--- src/rtl/wdog_pkg.sv ---
package wdog_pkg;
  localparam int unsigned REL_W     = 8;
  localparam int unsigned REL_PSEL  = 7;   // prescale select bit of reload
  localparam int unsigned REL_HB_W  = 7;   // reload bits feeding the high byte
endpackage

--- src/rtl/wdog_prescale.sv ---
module wdog_prescale #(
  parameter int unsigned BASE_DIV = 24,
  parameter int unsigned EXT_DIV  = 16
) (
  input  logic clk_i,
  input  logic rst_ni,
  input  logic run_i,
  input  logic clr_i,
  input  logic ext_sel_i,
  output logic step_o
);
  localparam int unsigned BW = (BASE_DIV > 1) ? $clog2(BASE_DIV) : 1;

  logic [BW-1:0] base_q;
  logic          base_wrap;

  assign base_wrap = run_i && (base_q == BW'(BASE_DIV - 1));

  always_ff @(posedge clk_i or negedge rst_ni) begin
    if (!rst_ni)        base_q <= '0;
    else if (clr_i)     base_q <= '0;
    else if (base_wrap) base_q <= '0;
    else if (run_i)     base_q <= base_q + 1'b1;
  end

  generate
    if (EXT_DIV > 1) begin : g_ext
      localparam int unsigned EW = $clog2(EXT_DIV);
      logic [EW-1:0] ext_q;
      logic          ext_last;
      assign ext_last = (ext_q == EW'(EXT_DIV - 1));
      always_ff @(posedge clk_i or negedge rst_ni) begin
        if (!rst_ni)                      ext_q <= '0;
        else if (clr_i)                   ext_q <= '0;
        else if (base_wrap && ext_sel_i)  ext_q <= ext_last ? '0 : ext_q + 1'b1;
      end
      assign step_o = base_wrap && (!ext_sel_i || ext_last);
    end else begin : g_noext
      logic unused_sel;
      assign unused_sel = ext_sel_i;
      assign step_o = base_wrap;
    end
  endgenerate
endmodule

--- src/rtl/wdog_arm_window.sv ---
module wdog_arm_window #(
  parameter int unsigned WIN = 12
) (
  input  logic clk_i,
  input  logic rst_ni,
  input  logic arm_set_i,
  input  logic consume_i,
  input  logic tick_i,
  output logic armed_o
);
  localparam int unsigned TW = (WIN > 1) ? $clog2(WIN) : 1;

  logic          armed_q;
  logic [TW-1:0] tcnt_q;

  always_ff @(posedge clk_i or negedge rst_ni) begin
    if (!rst_ni) begin
      armed_q <= 1'b0;
      tcnt_q  <= '0;
    end else if (arm_set_i) begin
      armed_q <= 1'b1;
      tcnt_q  <= '0;
    end else if (consume_i) begin
      armed_q <= 1'b0;
      tcnt_q  <= '0;
    end else if (armed_q && tick_i) begin
      if (tcnt_q == TW'(WIN - 1)) begin
        armed_q <= 1'b0;
        tcnt_q  <= '0;
      end else begin
        tcnt_q  <= tcnt_q + 1'b1;
      end
    end
  end

  assign armed_o = armed_q;
endmodule

--- src/rtl/wdog_counter.sv ---
module wdog_counter #(
  parameter int unsigned      CNT_W = 16,
  parameter logic [CNT_W-1:0] TERM  = 16'h7FFC
) (
  input  logic             clk_i,
  input  logic             rst_ni,
  input  logic             load_i,
  input  logic [CNT_W-1:0] load_val_i,
  input  logic             step_i,
  output logic [CNT_W-1:0] count_o,
  output logic             at_term_o
);
  logic [CNT_W-1:0] count_q;

  always_ff @(posedge clk_i or negedge rst_ni) begin
    if (!rst_ni)     count_q <= '0;
    else if (load_i) count_q <= load_val_i;
    else if (step_i) count_q <= count_q + 1'b1;
  end

  assign count_o   = count_q;
  assign at_term_o = (count_q == TERM);
endmodule

--- src/rtl/wdog_two_step.sv ---
module wdog_two_step
  import wdog_pkg::*;
#(
  parameter int unsigned      CNT_W    = 16,
  parameter int unsigned      BASE_DIV = 24,
  parameter int unsigned      EXT_DIV  = 16,
  parameter int unsigned      WIN      = 12,
  parameter logic [CNT_W-1:0] TERM     = 16'h7FFC
) (
  input  logic             clk_i,
  input  logic             rst_ni,
  input  logic             tick_i,
  input  logic             arm_set_i,
  input  logic             confirm_set_i,
  input  logic             rel_we_i,
  input  logic [REL_W-1:0] rel_wdata_i,
  output logic [REL_W-1:0] rel_rdata_o,
  output logic             status_o,
  output logic             rst_req_o
);
  localparam int unsigned HB_W  = CNT_W / 2;
  localparam int unsigned PAD_W = HB_W - REL_HB_W;

  logic [REL_W-1:0] rel_q;
  logic             started_q;
  logic             armed;
  logic             refresh;
  logic             step;
  logic             at_term;
  logic [CNT_W-1:0] count_q;
  logic [CNT_W-1:0] load_val;

  assign refresh  = armed && confirm_set_i;
  assign load_val = {{PAD_W{1'b0}}, rel_q[REL_HB_W-1:0], {HB_W{1'b0}}};

  always_ff @(posedge clk_i or negedge rst_ni) begin
    if (!rst_ni)       rel_q <= '0;
    else if (rel_we_i) rel_q <= rel_wdata_i;
  end

  always_ff @(posedge clk_i or negedge rst_ni) begin
    if (!rst_ni)      started_q <= 1'b0;
    else if (refresh) started_q <= 1'b1;
  end

  wdog_arm_window #(.WIN(WIN)) u_arm (
    .clk_i     (clk_i),
    .rst_ni    (rst_ni),
    .arm_set_i (arm_set_i),
    .consume_i (refresh),
    .tick_i    (tick_i),
    .armed_o   (armed)
  );

  wdog_prescale #(.BASE_DIV(BASE_DIV), .EXT_DIV(EXT_DIV)) u_pre (
    .clk_i     (clk_i),
    .rst_ni    (rst_ni),
    .run_i     (started_q),
    .clr_i     (refresh),
    .ext_sel_i (rel_q[REL_PSEL]),
    .step_o    (step)
  );

  wdog_counter #(.CNT_W(CNT_W), .TERM(TERM)) u_cnt (
    .clk_i      (clk_i),
    .rst_ni     (rst_ni),
    .load_i     (refresh),
    .load_val_i (load_val),
    .step_i     (step),
    .count_o    (count_q),
    .at_term_o  (at_term)
  );

  assign rel_rdata_o = rel_q;
  assign status_o    = started_q;
  assign rst_req_o   = started_q && at_term;
endmodule

--- config.mk ---
export PLATFORM = sky130hd
export DESIGN_NAME = wdog_two_step
export DESIGN_NICKNAME = d
export VERILOG_FILES = /design/src/rtl/wdog_pkg.sv /design/src/rtl/wdog_prescale.sv /design/src/rtl/wdog_arm_window.sv /design/src/rtl/wdog_counter.sv /design/src/rtl/wdog_two_step.sv
export SDC_FILE = /design/constraint.sdc
export NUM_CORES = 1
export LEC_CHECK = 0
export ABC_AREA = 1
export CORE_MARGIN = 2
export CORE_UTILIZATION = 35
export CTS_BUF_LIST = sky130_fd_sc_hd__clkbuf_4
export DETAILED_ROUTE_END_ITERATION = 10
export GPL_ROUTABILITY_DRIVEN = 0
export PLACE_DENSITY_LB_ADDON = 0.3
export SETUP_SLACK_MARGIN = 0.15
export SKIP_LAST_GASP = 1
export SYNTH_ARGS = -nofsm -noshare
export SYNTH_HDL_FRONTEND = slang
export SYNTH_SLANG_ARGS = --single-unit
--- constraint.sdc ---
create_clock -name clk_i -period 1.5 [get_ports clk_i]
set_input_delay 0.3 -clock clk_i [delete_from_list [all_inputs] [get_ports clk_i]]
set_output_delay 0.3 -clock clk_i [all_outputs]
set_load 0.05 [all_outputs]
## After elaboration in Yosys (flattened, before gate mapping)

Cells that the tools add are included.
W data, S select, Z words.

- Word-level logic and storage cells: 45
- Output and inout port bits: 10
- Bits of input ports: 14
- Register bits: 39

- Reduce and logical (&&, ||, !) cells: 14
- Eq/ne operators: 4
- Add/sub/neg operators: 4
- Multiplexer cells: 16

Operator list:

| kind | count |
|---|---|
| $mux W16 | 2 |
| $mux W4 | 7 |
| $add A16 B1 Y16 const B | 1 |
| $eq A16 B15 Y1 const B | 1 |
| $mux W5 | 3 |
| $reduce_bool A3 Y1 | 3 |
| $add A4 B1 Y4 const B | 2 |
| $eq A4 B4 Y1 const B | 2 |
| $logic_and A1 B1 Y1 | 6 |
| $add A5 B1 Y5 const B | 1 |
| $eq A5 B5 Y1 const B | 1 |
| $mux W1 | 4 |
| $reduce_bool A2 Y1 | 2 |
| $reduce_and A2 Y1 | 1 |
| $logic_not A1 Y1 | 1 |
| $logic_or A1 B1 Y1 | 1 |

## Longest topological paths before layout

Gate-level depths: netlist of run 1.

- Depth after elaboration: 5
- Gate-level depth with buffers: 9
- Mapped depth without buffers: 8

## Modules after synthesis

A second synthesis of run 1 with hierarchy kept.

- Cells, all modules: 285
- Area total of the unflattened synthesis: 2243.4 µm²

By module, submodules not included:

| module | sequential area each (µm²) | area an instance (µm²) | cells each | times used |
|---|---|---|---|---|
| wdog_counter | 400.4 | 1089.8 | 141 | 1 |
| wdog_prescale | 225.2 | 521.8 | 69 | 1 |
| wdog_two_step | 225.2 | 356.6 | 42 | 1 |
| wdog_arm_window | 125.1 | 275.3 | 33 | 1 |

## Worst setup path before layout of run 1

Ideal clock, no wire load.

- Kind: reg-to-output
- From: reg started_q, in the netlist status_o
- To: out rst_req_o
- Stages on the path, launching flop included: 5
- Data required time: 1200 ps
- Arrival: 1654 ps
- Setup slack: -454 ps
- Path through: dfrtp_1 -> nand2_1 -> nor4_1 -> nand2_1 -> nor2_1

- Word-level cells in the longest chain between the ends: 1

RTL lines:

| item | line | text |
|---|---|---|
| start: declaration | wdog_two_step.sv:25 | `logic started_q;` |
| start signal: assignment | wdog_two_step.sv:42 | `if (!rst_ni) started_q <= 1'b0;` |
| start signal: assignment | wdog_two_step.sv:43 | `else if (refresh) started_q <= 1'b1;` |
| $logic_and A1 B1 Y1 | wdog_two_step.sv:76 | `assign rst_req_o = started_q && at_term;` |
| end: declaration | wdog_two_step.sv:19 | `output logic rst_req_o` |

No other way between the ends.

## Final worst setup path of run 1

- From: reg u_cnt.count_q[0], in the netlist u_cnt.count_o[0]
- To: out rst_req_o

- Word-level cells in the longest chain between the ends: 2

RTL lines:

| item | line | text |
|---|---|---|
| start: declaration | wdog_counter.sv:13 | `logic [CNT_W-1:0] count_q;` |
| start signal: assignment | wdog_counter.sv:17 | `else if (load_i) count_q <= load_val_i;` |
| start signal: assignment | wdog_counter.sv:18 | `else if (step_i) count_q <= count_q + 1'b1;` |
| $eq A16 B15 Y1 | wdog_counter.sv:22 | `assign at_term_o = (count_q == TERM);` |
| $logic_and A1 B1 Y1 | wdog_two_step.sv:76 |  |

No other way between the ends.

==> out/qor.csv, run 1 <==
metric,value,unit
CTS tree,built,
# IOs,24,
total number of vias,2067,
Mapped Cells,279,
clock transition at the registers of the reported paths,0.13,ns
CTS root buffer,clkbuf_4,
Crit path max-delay family,simple AND/OR/NAND/NOR gates,
hpwl dp,3610,um
worst-path maximum fanout,2,
Worst-Skew Late Latency,0.35,ns
Synth Register Bits,39,
initial antenna violation count,0,
Setup crit end kind,primary output,
max-cap viol count,0,
Simple-Gate Fraction of Synth Area,0.338,
first drt pass iteration count,4,
largest family of logic cells by synthesized area,simple AND/OR/NAND/NOR gates,
Global Route Usage Sum,0.159,
terminus of the critical flop-to-flop path,u_cnt.count_o[8]$_DFFE_PN0P_,
static leakage,0.00156,uW
period utilisation layout,1.23,
Initial Util,0.366,
PD cells,805,mW/mm2
setup ws final,-0.342,ns
number of global-route vias before repair,2098,
sequential element share of the synthesized area,0.445,
worst vdd ir,549,uV
diode count,0,
syn_area_per_cell,7.86,um2
vias per std cell,4.82,
r2r setup slk,0.05,ns
Achievable Freq,0.543,GHz
Worst slew margin,0.777,
critical path startpoint category,flop,
CP required,1.20,ns
Die ar.,0.00692,mm2
"Slew Viols, Final",0,
total CTS buffers,5,
worst r2r src,u_cnt.count_o[1]$_DFFE_PN0P_,
Die Y,83.2,um
Synth cell types,30,
Chip Width,83.2,um
"most used cell, CP",nand2_1,
Crit path buffers/inverters,2,
number of synthesized flops with an enable pin,0,
crit path DAT,1.54,ns
unrepaired setup endpoints after global routing,yes,
port bufs,23,
Hold WC Path Type,in -> async,
drt initial violations,58,
synth top area cells,"dfrtp_1 (44%), nand2_1 (13%), nand3_1 (9.4%)",
remaining antenna violation count,0,
asr flop ratio synth,1.00,
R2R depth,10,
min cycle time layout,1.84,ns
clock sink total,39,
WL final,5340,um
core area,0.00599,mm2
Layout area overhead,48.7,%
Worst path max stage delay,0.39,ns
CP Class,reg -> out,
post-synthesis compound-gate area fraction,0.0610,
Post-Synth Adder-Cell Area,0.0285,
"Power, Total",2630,uW
setup_tns,-0.458,ns
post-synth top area share,0.445,
layout net count,372,
commonest cells in the netlist,"nand2_1 (74), nand3_1 (41), dfrtp_1 (39)",
final setup fails,2,
failing checks,setup timing,
"Hold Vio Cnt, Final",0,
"count leader, synth",nand2_1,
Synth Area in XOR/XNOR,0.0200,
worst-case clock buffer depth,2,
Layout Skew,0.0150,ns
Mapped Area,0.00219,mm2
multiplexer share of the synthesized area,0.0359,
DRC viols,0,
largest net degree at the start of global routing,40,
worst hold slack,0.435,ns
FP Rows,28,
Slowest cell on crit path,dfrtp_1,
"area leader, netlist",dfrtp_1,
CP cell instances,inv_1 > ha_1 > nand2_1 > nor4_2 > nand2_1 > nor2_4 > buf_12,
drt wl/cell,12.4,um
status,finished with violations,
share of cells above drive strength 1,0.345,
GRT overflow,0,
H-tree depth,2,
first-pass GRT wire length,9180,um
Slew @ Worst Pin,0.332,ns
Synth warnings,0,
dpl ws,-0.00862,ns
"Primary FF master, synth",dfrtp_1,
syn_nets,298,
==> how the worst max path moves through the flow <==
stage                                 startpoint                             to  slack, ns  cells after the start
finish              u_cnt.count_o[0]$_DFFE_PN0P_                      rst_req_o      -0.34                      7
global route        u_cnt.count_o[1]$_DFFE_PN0P_                      rst_req_o      -0.50                      7
CTS                 u_cnt.count_o[0]$_DFFE_PN0P_                      rst_req_o      -0.37                      7
detailed placement   u_pre.base_q[0]$_DFFE_PN0P_  u_cnt.count_o[11]$_DFFE_PN0P_     -0.009                      7
global placement     u_pre.base_q[0]$_DFFE_PN0P_  u_cnt.count_o[11]$_DFFE_PN0P_      0.007                      7
floorplan           u_cnt.count_o[0]$_DFFE_PN0P_                      rst_req_o       0.02                      6
==> worst register-to-register path, delay by kind of cell (launching register included) <==
kind / cells / cell delay (ns)
buffers and inverters: 4 / 0.41
XOR/XNOR: 1 / 0.14
flip-flops: 1 / 0.37
adder cells (fa/ha/maj): 1 / 0.15
AND/OR/NAND/NOR: 4 / 0.29
==> registers in the layout, indices dropped and copies added (netlist names) <==
register and cells:
u_pre.g_ext.ext_q 4, u_cnt.count_o 16, status_o 1, u_arm.tcnt_q 4, rel_rdata_o 8, u_arm.armed_o 1
u_pre.base_q 5
==> final cells by class <==
cell class | instances | area, um2
clock buffer | 6 | 45.0
clock inverter | 2 | 8.76
fill | 541 | 2730
inverter | 34 | 130
multi-input combinational | 203 | 1280
sequential | 39 | 978
tap | 75 | 93.8
timing repair buffer | 70 | 727
==> what timing repair did <==
| item | CTS | global route |
|---|---|---|
| gates resized for setup | 32 | 29 |
| pin swaps | 12 | 20 |
| cloned | 2 | 0 |
| endpoints found under the hold margin | 39 | 0 |
| hold buffers | 1 | 0 |
| setup buffers | 9 | 6 |
| endpoints found under the setup margin | 18 | 25 |
==> placed cells by master, fill, tap and decap left out, types with 2 or more instances in the layout <==
| master | count |
|---|---|
| buf_12 | 11 |
| nand3_1 | 25 |
| nand3_2 | 15 |
| o21bai_1 | 3 |
| nand4_1 | 6 |
| o21ai_1 | 6 |
| ha_1 | 3 |
| mux2_2 | 7 |
| nor2_1 | 17 |
| xor2_1 | 4 |
| clkdlybuf4s50_1 | 12 |
| nor2_2 | 2 |
| nand2_2 | 7 |
| dfrtp_2 | 2 |
| inv_1 | 29 |
| nand2_4 | 4 |
| buf_4 | 36 |
| clkinv_1 | 2 |
| inv_2 | 3 |
| nor2_4 | 10 |
| clkbuf_4 | 6 |
| o21ai_0 | 4 |
| a21oi_1 | 7 |
| nand2_1 | 68 |
| ha_4 | 2 |
| buf_6 | 9 |
| dfrtp_1 | 37 |
| nor3_1 | 4 |
==> logic make-up (layout without fill, tap and decap cells) <==
kind of cell    count (synthesis)  in the layout
mux                             7              7
xor+xnor                        5              5
fa+ha+maj                       5              5
flops                          39             39
buf+inv                        39            112
simple gates                  160            162
compound gates                 24             24
==> routing by layer <==
layer / part of all wire / vias up / global-route usage / wire length [um]
met5: 0 / - / 0 / 0
met4: 0.018 / 0 / 0.0492 / 95
met3: 0.025 / 11 / 0.0308 / 132
met2: 0.51 / 25 / 0.273 / 2740
met1: 0.44 / 969 / 0.203 / 2380
li1: - / 1062 / - / -
==> report_power, final <==
part / total (uW) / switching (uW) / internal [uW]
clock network: 556 / 361 / 195
registers: 1260 / 104 / 1160
logic: 808 / 395 / 413
==> stage by stage <==
| stage | utilization | cell area [um2] | std cells |
|---|---|---|---|
| 6_report | 0.544 | 3260 | 429 |
| 5_1_grt | 0.544 | 3260 | 429 |
| 3_5_place_dp | 0.474 | 2840 | 403 |
| 3_3_place_gp | 0.474 | 2840 | 403 |
| 4_1_cts | 0.521 | 3120 | 423 |
| 2_1_floorplan | - | 2200 | 279 |
(Power assumes the default switching activity.)
==> run 2: changes to the inputs <==
Settings changed: SKIP_LAST_GASP 1 to not set.
==> out/qor.csv, run 2 (synthesized netlist as in run 1, its figures left out) <==
metric,value,unit
WL met2,2730,um
dpl ws,-0.00862,ns
first drt pass iteration count,4,
Final Instance Area,0.00327,mm2
FP Rows,28,
most frequent cells in the layout,"nand2_1 (67), dfrtp_1 (37), buf_4 (35)",
PD cells,803,mW/mm2
total CTS buffers,5,
share of cells above drive strength 1,0.353,
total number of vias,2074,
drt wl/cell,12.4,um
# IOs,24,
Setup crit end kind,primary output,
vias per std cell,4.83,
port bufs,23,
CP Class,reg -> out,
CTS root buffer,clkbuf_4,
Die ar.,0.00692,mm2
worst vdd ir,550,uV
CTS tree,built,
drt initial violations,55,
number of global-route vias before repair,2108,
critical path startpoint category,flop,
"Hold Vio Cnt, Final",0,
Met1 Wirelength,2360,um
Global Route Usage Sum,0.159,
WL final,5320,um
Chip Width,83.2,um
worst r2r src,u_cnt.count_o[1]$_DFFE_PN0P_,
r2r setup slk,0.05,ns
top routing layer used,met4,
final setup fails,2,
R2R depth,10,
clock sink total,39,
worst hold slack,0.433,ns
static leakage,0.00156,uW
period utilisation layout,1.23,
routed wl met3,135,um
unrepaired setup endpoints after global routing,yes,
Slew @ Worst Pin,0.336,ns
crit path DAT,1.54,ns
Achievable Freq,0.544,GHz
worst-path maximum fanout,2,
Layout area overhead,49.2,%
Worst slew margin,0.774,
Die Y,83.2,um
diode count,0,
H-tree depth,2,
initial antenna violation count,0,
min cycle time layout,1.84,ns
max-cap viol count,0,
terminus of the critical flop-to-flop path,u_cnt.count_o[8]$_DFFE_PN0P_,
largest net degree at the start of global routing,40,
GRT overflow,0,
status,finished with violations,
hpwl dp,3610,um
fin util,0.546,
core area,0.00599,mm2
worst-case clock buffer depth,2,
Initial Util,0.366,
Worst-Skew Late Latency,0.35,ns
Hold WC Path Type,in -> async,
setup ws final,-0.338,ns
DRC viols,0,
failing checks,setup timing,
setup_tns,-0.450,ns
layout net count,372,
"most common cell after layout, fill and taps aside",nand2_1,
clock transition at the registers of the reported paths,0.13,ns
Area after DPL,0.00284,mm2
"Slew Viols, Final",0,
CP required,1.20,ns
max reg flops,16,
remaining antenna violation count,0,
Layout Skew,0.0142,ns
first-pass GRT wire length,9140,um
==> run 2: cell counts in the layout (fill, tap and decap cells not counted) <==
Identical to the previous run, type by type.
==> run 2: how the worst max path moves through the flow <==
| stage | from | end |
|---|---|---|
| 5_1_grt | u_cnt.count_o[1]$_DFFE_PN0P_ | rst_req_o |
| 3_5_place_dp | u_pre.base_q[0]$_DFFE_PN0P_ | u_cnt.count_o[11]$_DFFE_PN0P_ |
| 6_report | u_cnt.count_o[1]$_DFFE_PN0P_ | rst_req_o |
| 2_1_floorplan | u_cnt.count_o[0]$_DFFE_PN0P_ | rst_req_o |
| 3_3_place_gp | u_pre.base_q[0]$_DFFE_PN0P_ | u_cnt.count_o[11]$_DFFE_PN0P_ |
| 4_1_cts | u_cnt.count_o[1]$_DFFE_PN0P_ | rst_req_o |
==> run 2: final cells by class <==
class                           instances  area (um2)
Fill cell                             543        2720
Multi-Input combinational cell        203        1280
Sequential cell                        39         978
Timing Repair Buffer                   70         731
Inverter                               34         130
Tap cell                               75        93.8
Clock buffer                            6        45.0
Clock inverter                          2        8.76
==> run 2: per-stage QoR <==
stage / std cells / power [uW]
after floorplan: 279 / 1610
after global placement: 403 / 1970
after detailed placement: 403 / 1980
after CTS: 423 / 2620
after global routing: 429 / 2790
final: 429 / 2630
==> run 2: metal layers <==
layer / GRT usage / up-vias
met4: 0.0522 / 0
li1: - / 1061
met1: 0.201 / 973
met3: 0.0308 / 11
met2: 0.271 / 29
met5: 0 / -
==> run 2: what timing repair did <==
item                       4_1_cts  5_1_grt
pin swaps                       15       24
gates cloned                     2        0
buffers inserted                 9        6
hold buffers                     1        0
setup endpoints to repair       18       25
resized for setup               36       29
hold endpoints to repair        39        0
==> run 2: critical path: stages (launching register included) <==
cell	delay, ns
dfrtp_1	0.40
inv_1	0.08
ha_1	0.15
nand2_1	0.07
nor4_2	0.12
nand2_1	0.12
nor2_4	0.12
buf_12	0.14
==> run 2: power by group <==
group          internal, uW  switching, uW  total (uW)
logic                   414            397         810
clock network           195            360         555
registers              1160            104        1260
==> run 3: changes to the inputs <==
Settings changed: PLACE_DENSITY_LB_ADDON 0.3 to 0.12.
Clock period 1.5 ns to 1.6 ns, I/O delays scaled along.
==> out/qor.csv, run 3 (synthesized netlist as in run 1, its figures left out) <==
metric,value,unit
DRC viols,0,
total number of vias,2058,
critical path startpoint category,flop,
crit path DAT,1.58,ns
Setup crit end kind,primary output,
Die ar.,0.00692,mm2
Layout area overhead,46.1,%
"Slew Viols, Final",0,
Worst-Skew Late Latency,0.36,ns
min cycle time layout,1.90,ns
most frequent cells in the layout,"nand2_1 (70), dfrtp_1 (38), inv_1 (30)",
PD cells,832,mW/mm2
Hold WC Path Type,in -> async,
static leakage,0.00150,uW
clock sink total,39,
GRT overflow,0,
WL final,5500,um
CP required,1.28,ns
"most used cell, CP",nand2_1,
core area,0.00599,mm2
share of cells above drive strength 1,0.309,
"Power, Total",2670,uW
port bufs,23,
final setup fails,1,
"most common cell after layout, fill and taps aside",nand2_1,
terminus of the critical flop-to-flop path,u_cnt.count_o[0]$_DFFE_PN0P_,
Initial Util,0.366,
first drt pass iteration count,4,
Chip Width,83.2,um
worst vdd ir,449,uV
status,finished with violations,
drt wl/cell,13.1,um
hpwl dp,3680,um
met3 Usage GRT,0.0388,
largest net degree at the start of global routing,19,
first-pass GRT wire length,9070,um
met1 usage,0.196,
Filler cells,556,
M2 GR Usage,0.268,
CTS tree,built,
"Hold Vio Cnt, Final",0,
setup ws final,-0.297,ns
clock transition at the registers of the reported paths,0.13,ns
remaining antenna violation count,0,
total CTS buffers,5,
Area after DPL,0.00275,mm2
number of global-route vias before repair,2014,
GR peak layer,met2,
max reg flops,16,
FP Rows,28,
Global Route Usage Sum,0.160,
Achievable Freq,0.527,GHz
diode count,0,
period utilisation layout,1.19,
unrepaired setup endpoints after global routing,yes,
Die Y,83.2,um
R2R depth,7,
CP cell instances,inv_2 > ha_1 > nand2_1 > nor4_2 > nand2_1 > nor2_4 > buf_12,
vias per std cell,4.92,
worst r2r src,u_pre.base_q[0]$_DFFE_PN0P_,
H-tree depth,2,
failing checks,setup timing,
# IOs,24,
Worst slew margin,0.745,
worst-case clock buffer depth,2,
Slowest cell on crit path,dfrtp_1,
CTS root buffer,clkbuf_4,
Worst path max stage delay,0.42,ns
Layout Skew,0.0145,ns
worst-path maximum fanout,3,
CP Class,reg -> out,
drt initial violations,108,
initial antenna violation count,0,
layout net count,361,
max-cap viol count,0,
Slew @ Worst Pin,0.382,ns
Final Instance Area,0.00321,mm2
r2r setup slk,0.14,ns
-- run 3: changes by cell type in the layout (fill, tap and decap cells not counted), sizes merged --
cell    delta
buf       -11
clkinv     -2
bufinv     +1
clkbuf     +1
-- run 3: worst max path at each step --
stage	start	end	slack, ns	cells after the start
2_1_floorplan	u_cnt.count_o[0]$_DFFE_PN0P_	rst_req_o	0.1	6
3_3_place_gp	u_cnt.count_o[0]$_DFFE_PN0P_	rst_req_o	0.08	7
3_5_place_dp	u_cnt.count_o[0]$_DFFE_PN0P_	rst_req_o	0.02	7
4_1_cts	u_cnt.count_o[1]$_DFFE_PN0P_	rst_req_o	-0.29	7
5_1_grt	u_cnt.count_o[0]$_DFFE_PN0P_	rst_req_o	-0.42	7
6_report	u_cnt.count_o[0]$_DFFE_PN0P_	rst_req_o	-0.30	7
-- run 3: cell type report --
| class | instances | area (um2) | share of cell area |
|---|---|---|---|
| Sequential cell | 39 | 977 | 0.305 |
| Timing Repair Buffer | 59 | 621 | 0.194 |
| Clock buffer | 7 | 52.6 | 0.0164 |
| Multi-Input combinational cell | 203 | 1300 | 0.406 |
| Clock inverter | 1 | 30.0 | 0.00937 |
| Tap cell | 75 | 93.8 | 0.0293 |
| Inverter | 34 | 130 | 0.0406 |
-- run 3: power breakdown --
group	internal [uW]	switching [uW]
Combinational	383	379
Sequential	1080	112
Clock	366	343
Total	1830	835
-- run 3: per-stage QoR --
step	utilization	setup TNS (ns)	worst slack, ns	hold slack (ns)	std cells
6_report	0.535	-0.297	-0.297	0.392	418
3_3_place_gp	0.459	0	0.0790	0.265	393
5_1_grt	0.535	-0.421	-0.421	0.401	418
3_5_place_dp	0.459	0	0.0246	0.264	393
2_1_floorplan	-	0	0.0968	0.0244	279
4_1_cts	0.490	-0.291	-0.291	0.395	410
-- run 3: critical path: cells and delay by family, from the launching register on --
family	cells	cell delay (ns)
adder cells (fa/ha/maj)	1	0.13
AND/OR/NAND/NOR	4	0.46
buffers and inverters	2	0.21
flip-flops	1	0.42
-- run 3: routing by layer --
layer  part of all wire  routed length, um
met5                  0                  0
met4              0.021                114
met3              0.035                190
met2               0.50               2740
met1               0.45               2450
-- run 3: repair_timing --
item / in CTS / in global routing
setup endpoints to repair: 13 / 21
pin swaps: 7 / 17
hold endpoints to repair: 13 / 0
gates cloned: 2 / 0
setup buffers: 6 / 8
hold buffers: 1 / 0
gates resized for setup: 9 / 49
